File: config.mk
export PLATFORM = sky130hd
export DESIGN_NAME = step_tally_top
export DESIGN_NICKNAME = d
export VERILOG_FILES = /design/src/rtl/step_pkg.sv /design/src/rtl/step_decoder.sv /design/src/rtl/ripple_cell.sv /design/src/rtl/step_accumulator.sv /design/src/rtl/wrap_flag_fsm.sv /design/src/rtl/step_tally_top.sv
export SDC_FILE = /design/constraint.sdc
export NUM_CORES = 1
export LEC_CHECK = 0
export ABC_CLOCK_PERIOD_IN_PS = 2800
export CORE_ASPECT_RATIO = 1.1
export CORE_MARGIN = 2
export CORE_UTILIZATION = 41
export DETAILED_ROUTE_END_ITERATION = 10
export GPL_TIMING_DRIVEN = 0
export HOLD_SLACK_MARGIN = 0.08
export PLACE_DENSITY = 0.72
export SETUP_SLACK_MARGIN = 0.4
export SYNTH_ARGS = -nofsm -noshare
export SYNTH_HDL_FRONTEND = slang
export SYNTH_SLANG_ARGS = --single-unit
File: constraint.sdc
create_clock -name clk -period 2.8 [get_ports clk]
set_input_delay 0.28 -clock clk [delete_from_list [all_inputs] [get_ports clk]]
set_output_delay 0.28 -clock clk [all_outputs]
set_load 0.01 [all_outputs]
File: src/rtl/step_pkg.sv
package step_pkg;

    typedef enum logic [1:0] {
        CMD_HOLD = 2'd0,
        CMD_INC  = 2'd1,
        CMD_DEC  = 2'd2,
        CMD_LOAD = 2'd3
    } step_cmd_t;

    typedef enum logic {
        FLAG_CLEAN   = 1'b0,
        FLAG_WRAPPED = 1'b1
    } flag_state_t;

endpackage

File: src/rtl/step_decoder.sv
module step_decoder
    import step_pkg::*;
(
    input  logic      up_i,
    input  logic      down_i,
    input  logic      load_i,
    output step_cmd_t cmd_o
);

    always_comb begin
        unique case ({load_i, up_i, down_i})
            3'b000:  cmd_o = CMD_HOLD;
            3'b010:  cmd_o = CMD_INC;
            3'b001:  cmd_o = CMD_DEC;
            3'b011:  cmd_o = CMD_HOLD;   // opposite steps cancel
            default: cmd_o = CMD_LOAD;   // load overrides strobes
        endcase
    end

    always_comb begin
        a_r8_load_priority: assert (!load_i || cmd_o == CMD_LOAD)
            else $error("load did not win over strobes");
    end

endmodule

File: src/rtl/ripple_cell.sv
module ripple_cell (
    input  logic a_i,
    input  logic b_i,
    input  logic c_i,
    output logic s_o,
    output logic c_o
);

    assign s_o = a_i ^ b_i ^ c_i;
    assign c_o = (a_i & b_i) | (c_i & (a_i ^ b_i));

endmodule

File: src/rtl/step_accumulator.sv
module step_accumulator
    import step_pkg::*;
#(
    parameter int COUNT_W = 8
) (
    input  logic               clk,
    input  logic               rst_n,
    input  step_cmd_t          cmd_i,
    input  logic [COUNT_W-1:0] preset_i,
    output logic [COUNT_W-1:0] count_o,
    output logic               wrap_o
);

    localparam logic [COUNT_W-1:0] MID_CODE = COUNT_W'(1) << (COUNT_W - 1);
    localparam logic [COUNT_W-1:0] ONE_CODE = COUNT_W'(1);

    logic [COUNT_W-1:0] addend;
    logic [COUNT_W-1:0] sum;
    logic [COUNT_W:0]   carry;
    logic [COUNT_W-1:0] count_q;

    // Rising step enters at stage 0 only; falling step enters every stage.
    always_comb begin
        unique case (cmd_i)
            CMD_INC: addend = ONE_CODE;
            CMD_DEC: addend = '1;
            default: addend = '0;
        endcase
    end

    assign carry[0] = 1'b0;

    for (genvar g = 0; g < COUNT_W; g++) begin : g_stage
        ripple_cell u_cell (
            .a_i (count_q[g]),
            .b_i (addend[g]),
            .c_i (carry[g]),
            .s_o (sum[g]),
            .c_o (carry[g+1])
        );
    end

    // Carry out on increment means overflow; missing carry on decrement means underflow.
    always_comb begin
        unique case (cmd_i)
            CMD_INC: wrap_o = carry[COUNT_W];
            CMD_DEC: wrap_o = ~carry[COUNT_W];
            default: wrap_o = 1'b0;
        endcase
    end

    always_ff @(posedge clk or negedge rst_n) begin
        if (!rst_n) begin
            count_q <= MID_CODE;
        end else begin
            unique case (cmd_i)
                CMD_LOAD: count_q <= preset_i;
                CMD_HOLD: count_q <= count_q;
                default:  count_q <= sum;
            endcase
        end
    end

    assign count_o = count_q;

    a_r2_inc_by_one: assert property (@(posedge clk) disable iff (!rst_n)
        cmd_i == CMD_INC |=> count_q == COUNT_W'($past(count_q) + ONE_CODE));

    a_r3_dec_by_one: assert property (@(posedge clk) disable iff (!rst_n)
        cmd_i == CMD_DEC |=> count_q == COUNT_W'($past(count_q) - ONE_CODE));

    a_r5_hold_stable: assert property (@(posedge clk) disable iff (!rst_n)
        cmd_i == CMD_HOLD |=> $stable(count_q));

    a_r6_top_wrap: assert property (@(posedge clk) disable iff (!rst_n)
        (cmd_i == CMD_INC && count_q == '1) |-> wrap_o);

    a_r6_bottom_wrap: assert property (@(posedge clk) disable iff (!rst_n)
        (cmd_i == CMD_DEC && count_q == '0) |-> wrap_o);

endmodule

File: src/rtl/wrap_flag_fsm.sv
module wrap_flag_fsm
    import step_pkg::*;
(
    input  logic clk,
    input  logic rst_n,
    input  logic wrap_i,
    input  logic clear_i,
    output logic flag_o
);

    flag_state_t state_q;
    flag_state_t state_d;

    always_ff @(posedge clk or negedge rst_n) begin
        if (!rst_n) state_q <= FLAG_CLEAN;
        else        state_q <= state_d;
    end

    always_comb begin
        unique case (state_q)
            FLAG_CLEAN:   state_d = wrap_i ? FLAG_WRAPPED : FLAG_CLEAN;
            FLAG_WRAPPED: state_d = (clear_i && !wrap_i) ? FLAG_CLEAN : FLAG_WRAPPED;
            default:      state_d = FLAG_CLEAN;
        endcase
    end

    always_comb begin
        unique case (state_q)
            FLAG_WRAPPED: flag_o = 1'b1;
            default:      flag_o = 1'b0;
        endcase
    end

    a_r7_sticky: assert property (@(posedge clk) disable iff (!rst_n)
        (flag_o && !clear_i) |=> flag_o);

    a_r7_clear: assert property (@(posedge clk) disable iff (!rst_n)
        (clear_i && !wrap_i) |=> !flag_o);

    a_r6_flag_set: assert property (@(posedge clk) disable iff (!rst_n)
        wrap_i |=> flag_o);

endmodule

File: src/rtl/step_tally_top.sv
module step_tally_top
    import step_pkg::*;
#(
    parameter int COUNT_W = 8
) (
    input  logic               clk,
    input  logic               rst_n,
    input  logic               step_up,
    input  logic               step_down,
    input  logic               preset_en,
    input  logic [COUNT_W-1:0] preset_code,
    input  logic               wrap_clear,
    output logic [COUNT_W-1:0] level_out,
    output logic               wrap_seen
);

    step_cmd_t cmd;
    logic      wrap_evt;

    step_decoder u_dec (
        .up_i   (step_up),
        .down_i (step_down),
        .load_i (preset_en),
        .cmd_o  (cmd)
    );

    step_accumulator #(.COUNT_W(COUNT_W)) u_acc (
        .clk      (clk),
        .rst_n    (rst_n),
        .cmd_i    (cmd),
        .preset_i (preset_code),
        .count_o  (level_out),
        .wrap_o   (wrap_evt)
    );

    wrap_flag_fsm u_flag (
        .clk     (clk),
        .rst_n   (rst_n),
        .wrap_i  (wrap_evt),
        .clear_i (wrap_clear),
        .flag_o  (wrap_seen)
    );

    a_r4_cancel: assert property (@(posedge clk) disable iff (!rst_n)
        (step_up && step_down && !preset_en) |=> $stable(level_out));

    a_r8_load_value: assert property (@(posedge clk) disable iff (!rst_n)
        preset_en |=> level_out == $past(preset_code));

    a_r8_load_keeps_flag: assert property (@(posedge clk) disable iff (!rst_n)
        (preset_en && !wrap_clear) |=> wrap_seen == $past(wrap_seen));

endmodule

==> results of run 1 <==
==> cells in the final DEF, fill, tap and decap left out, drive strengths merged, types with 2 or more instances in the layout <==
master         instances
nor2b                  2
dfrtp                  8
inv                   12
nand2                  7
mux2i                  5
a21oi                  2
o31ai                  2
and2b                  2
o21ai                  5
fa                     7
buf                   18
clkbuf                 4
clkdlybuf4s50         19
ha                     3
==> worst max-delay path, stage by stage <==
cell	delay (ns)
buf_8	0.10
buf_8	0.11
a21o_1	0.17
ha_4	0.27
inv_2	0.04
ha_4	0.14
fa_2	0.34
inv_2	0.07
fa_2	0.18
inv_2	0.04
fa_2	0.33
inv_2	0.06
fa_2	0.19
fa_2	0.19
inv_2	0.04
fa_2	0.33
fa_2	0.52
mux2i_1	0.06
o21ai_1	0.12
==> cells by family (layout without fill, tap and decap cells) <==
kind of cell,Yosys count,after routing,share of synthesized area (%)
simple gates,15,15,12.3
fa+ha+maj,10,10,23.9
mux,5,5,6.75
buf+inv,22,53,16.4
compound gates,12,12,10.1
flops,9,9,30.5
==> area by class of cell <==
class | instances | area (um2)
buffer | 10 | 80.1
clock buffer | 4 | 26.3
fill | 156 | 637
inverter | 12 | 45.0
multi-input combinational | 42 | 452
sequential | 9 | 226
tap | 18 | 22.5
timing repair buffer | 27 | 253
==> metrics by stage <==
stage | util [%] | area (um2) | std cells
2_1_floorplan | - | 766 | 73
3_3_place_gp | 57.9 | 1010 | 113
3_5_place_dp | 57.9 | 1010 | 113
4_1_cts | 61.9 | 1080 | 120
5_1_grt | 63.4 | 1100 | 122
6_report | 63.4 | 1100 | 122
==> cell usage after synthesis <==
library cell and n:
buf_2 1, buf_6 1, buf_4 8, mux2i_1 5
a21o_1 1, o31a_1 1, dfrtp_1 8, nand2_1 7
o221ai_1 1, and2b_1 2, o21ai_0 5, a21oi_1 2
nor2_2 1, nand4bb_1 1, fa_1 7, dfstp_2 1
o31ai_1 2, and2_1 1, nor2b_1 1, ha_1 3
nor2b_4 1, inv_1 12, nand2b_1 1
==> worst paths after layout <==
check	start	to	slack [ns]	cells after the start
setup / recovery	preset_en	u_acc.count_o[7]	-0.60	19
hold / removal	rst_n	u_acc.count_o[2]	0.34	1
setup reg to reg	u_acc.count_o[0]	u_acc.count_o[7]	-0.35	14
hold reg to reg	u_acc.count_o[7]	u_acc.count_o[7]	0.50	2
max in group asynchronous	rst_n	u_acc.count_o[7]	2.11	1
min in group clk	step_up	u_flag.state_q	0.37	3
==> per-layer routing <==
metal / track usage (%) / vias to the layer above / part of all wire (%)
li1: - / 287 / -
met1: 20.7 / 298 / 41
met2: 28.0 / 17 / 53
met3: 3.73 / 2 / 4.5
met4: 7.07 / 0 / 0.78
met5: 0 / - / 0
==> flip-flops by register name, indices dropped and copies added (netlist names) <==
signal	count
u_acc.count_o	8
u_flag.state_q	1
==> power by group through the flow <==
| stage | registers, W | clock network [W] | logic [W] |
|---|---|---|---|
| finish | 0.000219 | 0.000102 | 0.000378 |
| global route | 0.000227 | 0.000114 | 0.000420 |
| CTS | 0.000219 | 0.000105 | 0.000371 |
| detailed placement | 0.000220 | 0 | 0.000358 |
| global placement | 0.000219 | 0 | 0.000347 |
| floorplan | 0.000214 | 0 | 0.000219 |
==> repair_timing <==
item / in CTS / in global routing
setup buffers: 3 / 2
hold buffers: 0 / 0
cloned: 0 / 0
pin swaps: 0 / 1
gates resized for setup: 22 / 2
hold endpoints to repair: 0 / 0
setup endpoints to repair: 7 / 5
==> flow_summary.ini, run 1 <==
[critical_path]
path_class = input pin to register
worstPathMaxFanout = 4
crit_required_ns = 2.99
crit_arrival_ns = 3.59
setup.worst_path.start_class = input pin
crit_path_end_kind = register

[routing]
ant_nets = 0
via_count = 604
dr.pass1.iters = 4
routed_via_density = 4.95
drtIter0Drc = 4
wirelength_um = 1660
wl_per_cell_um = 13.6
drc = 0

[sta]
rsz0062_at_grt = yes
drv_slew = 0
relSlewSlack_pct = 68.9
hold_viol = 0
hold_slack_ns = 0.338
worstMarginPinSlew_ns = 0.464
fin_crit_sh_pct = 121
skew_ns = 0.00355
fin_crit_ns = 3.40
fin_setup_tns_ns = -1.63
finalSetupViolCount = 4
setup_slack_ns = -0.598
clock.fmax_ghz = 0.294

[final_layout]
syn2layout_area_growth_pct = 48.9
antenna_cells = 0
final_nets = 129
layout-drive-gt1-share_pct = 39.4

[die]
ios = 23
initial_core_util_pct = 42.6
rows = 16
die-area_mm2 = 0.00217
die_h_um = 48.6
core-area_mm2 = 0.00174
die_w_um = 44.6

[place]
dpl.hpwl_um = 1150
gp_congestion = 0.732
io_buffers = 22
dp_worst_setup_slack_ns = -1.42

[power_and_ir_drop]
comb_power_share_pct = 54.0
switching_power_w = 0.000239
finalPower_w = 0.000699
internal_power_w = 0.000460
leakage_nw = 0.500
ir_drop_mv = 0.307
power_density_mw_per_mm2 = 633
seqPwrFrac_pct = 31.3
switching_share_pct = 34.2
p_clk_share_pct = 14.6

[cts]
cts_root_buf = clkbuf_4
cts_tree = built
cts_inserted_buffers = 3
clkTransAtPathRegs_ns = 0.07
cts.sinks = 9
h-tree-depth = 1
clk_latency_ns = 0.26
clock_path_buffers = 2

[status]
status = finished, violations left
violations = setup timing

[worst_hold_path]
hold_path.class = input pin to async pin

[logic_synthesis]
synthCells = 73
synth.yosys.seq_area_share_pct = 30.5
yosys.area.top_type = dfrtp_1
synth.cell_area_um2 = 742
syn-num-nets = 97
syn_area_per_cell_um2 = 10.2
ys_seq_elements = 9
synth.distinct_cells = 23
synthTopCellsByArea = dfrtp_1 27%, fa_1 19%, buf_4 8.1%
ys_warn_count = 0
yosysTopAreaCellShare_pct = 27.0

[global_routing]
grt_pass1_vias = 632
globalRouteTotalUtil_pct = 17.0
grt_pass1_wl_um = 2690
antenna_found_initial = 0
grt_max_degree = 11
overflow = 0

[flow_run]
drv_cap = 0
(Power assumes the default switching activity.)
==> inputs of run 2 (changes only) <==
SETUP_SLACK_MARGIN = not set   (was 0.4)
==> run 2 against run 1 <==
  * Critical path type unchanged
  * Fmax up 2.9%
  * The flow still finishes with violations (setup timing)
  * Non-clock buffer count fell by 3
  * Largest power group unchanged
  * Sequential cell count unchanged
  * Utilization shrank 1.3 points
==> flow_summary.ini, run 2 (synthesis results as in run 1) <==
[status]
status = finished, violations left
violations = setup timing

[worst_hold_path]
hold_path.class = input pin to async pin

[final_layout]
final_nets = 126
antenna_cells = 0
fillers = 161
layout-drive-gt1-share_pct = 37.6
regArea_um2 = 226
layout_commonest_cell = clkdlybuf4s50_1
syn2layout_area_growth_pct = 45.9
multi_input_area_um2 = 447
largest_reg_flops = 8
final_cell_mix = 19 x clkdlybuf4s50_1, 11 x buf_4, 8 x dfrtp_1, 7 x nand2_1, 7 x fa_2

[critical_path]
reg2reg_setup_slack_ns = -0.35
path_class = input pin to register
crit_path_end_kind = register
crit_required_ns = 2.99
setup.worst_path.start_class = input pin
crit_arrival_ns = 3.49
worstPathMaxFanout = 4

[power_and_ir_drop]
power_density_mw_per_mm2 = 639
finalPower_w = 0.000691
ir_drop_mv = 0.303
leakage_nw = 0.484

[die]
die-area_mm2 = 0.00217
core-area_mm2 = 0.00174
initial_core_util_pct = 42.6
die_h_um = 48.6
rows = 16
ios = 23
die_w_um = 44.6

[cts]
cts_inserted_buffers = 3
cts_hold_buf = 0
clock_path_buffers = 2
clkTransAtPathRegs_ns = 0.07
h-tree-depth = 1
cts.sinks = 9
cts_tree = built
cts_root_buf = clkbuf_4
clk_latency_ns = 0.26

[routing]
routed_via_density = 4.99
via_count = 594
wirelength_um = 1590
wl_per_cell_um = 13.4
drc = 0
ant_nets = 0
drtIter0Drc = 3
dr.pass1.iters = 4

[place]
dp_worst_setup_slack_ns = -1.42
dpl.hpwl_um = 1150
io_buffers = 22
gp_congestion = 0.732

[global_routing]
globalRouteTotalUtil_pct = 17.0
grt_pass1_wl_um = 2690
grt_max_degree = 11
grt_pass1_vias = 632
antenna_found_initial = 0
overflow = 0

[sta]
setup_slack_ns = -0.503
skew_ns = 0.00448
hold_viol = 0
rsz0062_at_grt = yes
fin_crit_sh_pct = 118
finalSetupViolCount = 4
drv_slew = 0
relSlewSlack_pct = 69.4
fin_crit_ns = 3.30
clock.fmax_ghz = 0.303
worstMarginPinSlew_ns = 0.458

[flow_run]
drv_cap = 0
## run 2: what timing repair did
item                       4_1_cts  5_1_grt
setup endpoints to repair        6        5
buffers inserted                 3        0
pin swaps                        0        1
gates resized for setup         22        4
## run 2: worst paths after layout
path | endpoint | from | cells after the start
worst max-delay path | u_acc.count_o[7] | step_down | 18
worst min-delay path | u_acc.count_o[2] | rst_n | 1
worst max register to register | u_acc.count_o[7] | u_acc.count_o[0] | 14
worst min register to register | u_acc.count_o[7] | u_acc.count_o[7] | 2
max in group asynchronous | u_acc.count_o[7] | rst_n | 1
min in group clk | u_flag.state_q | step_up | 3
## run 2: metal layers
metal / global-route usage, % / up-vias / routed length, um
met5: 0 / - / 0
met4: 7.07 / 0 / 24
met3: 3.73 / 4 / 90
met2: 28.0 / 17 / 821
met1: 20.7 / 291 / 654
li1: - / 282 / -
## run 2: final cells by class
| class | count | area share, % |
|---|---|---|
| plain buffers | 9 | 6.01 |
| clock buffers | 4 | 2.43 |
| inverters | 12 | 4.16 |
| multi-input cells | 42 | 41.3 |
| flip-flops and latches | 9 | 20.9 |
| well taps | 18 | 2.08 |
| repair buffers | 25 | 23.1 |
## run 2: stage by stage
step	util, %	setup TNS, ns	cell area, um2	hold slack, ns	instances
3_5_place_dp	57.9	-6.03	1010	0.492	113
6_report	62.1	-1.31	1080	0.329	119
3_3_place_gp	57.9	-5.82	1010	0.488	113
2_1_floorplan	-	-1.93	766	-0.0156	73
5_1_grt	62.1	-1.75	1080	0.341	119
4_1_cts	61.9	-1.58	1080	0.350	120
## run 2: worst max-delay path, stage by stage
cell	delay (ns)
buf_6	0.10
a21o_1	0.19
ha_4	0.27
inv_2	0.04
ha_4	0.14
fa_2	0.34
inv_2	0.07
fa_2	0.18
inv_2	0.04
fa_2	0.33
inv_2	0.06
fa_2	0.19
fa_2	0.19
inv_2	0.04
fa_2	0.33
fa_2	0.52
mux2i_1	0.06
o21ai_1	0.12
## run 2: power by group
group | switching (W) | internal [W]
clock | 0.0000475 | 0.0000549
sequential | 0.0000429 | 0.000176
combinational | 0.000144 | 0.000225
total | 0.000235 | 0.000457
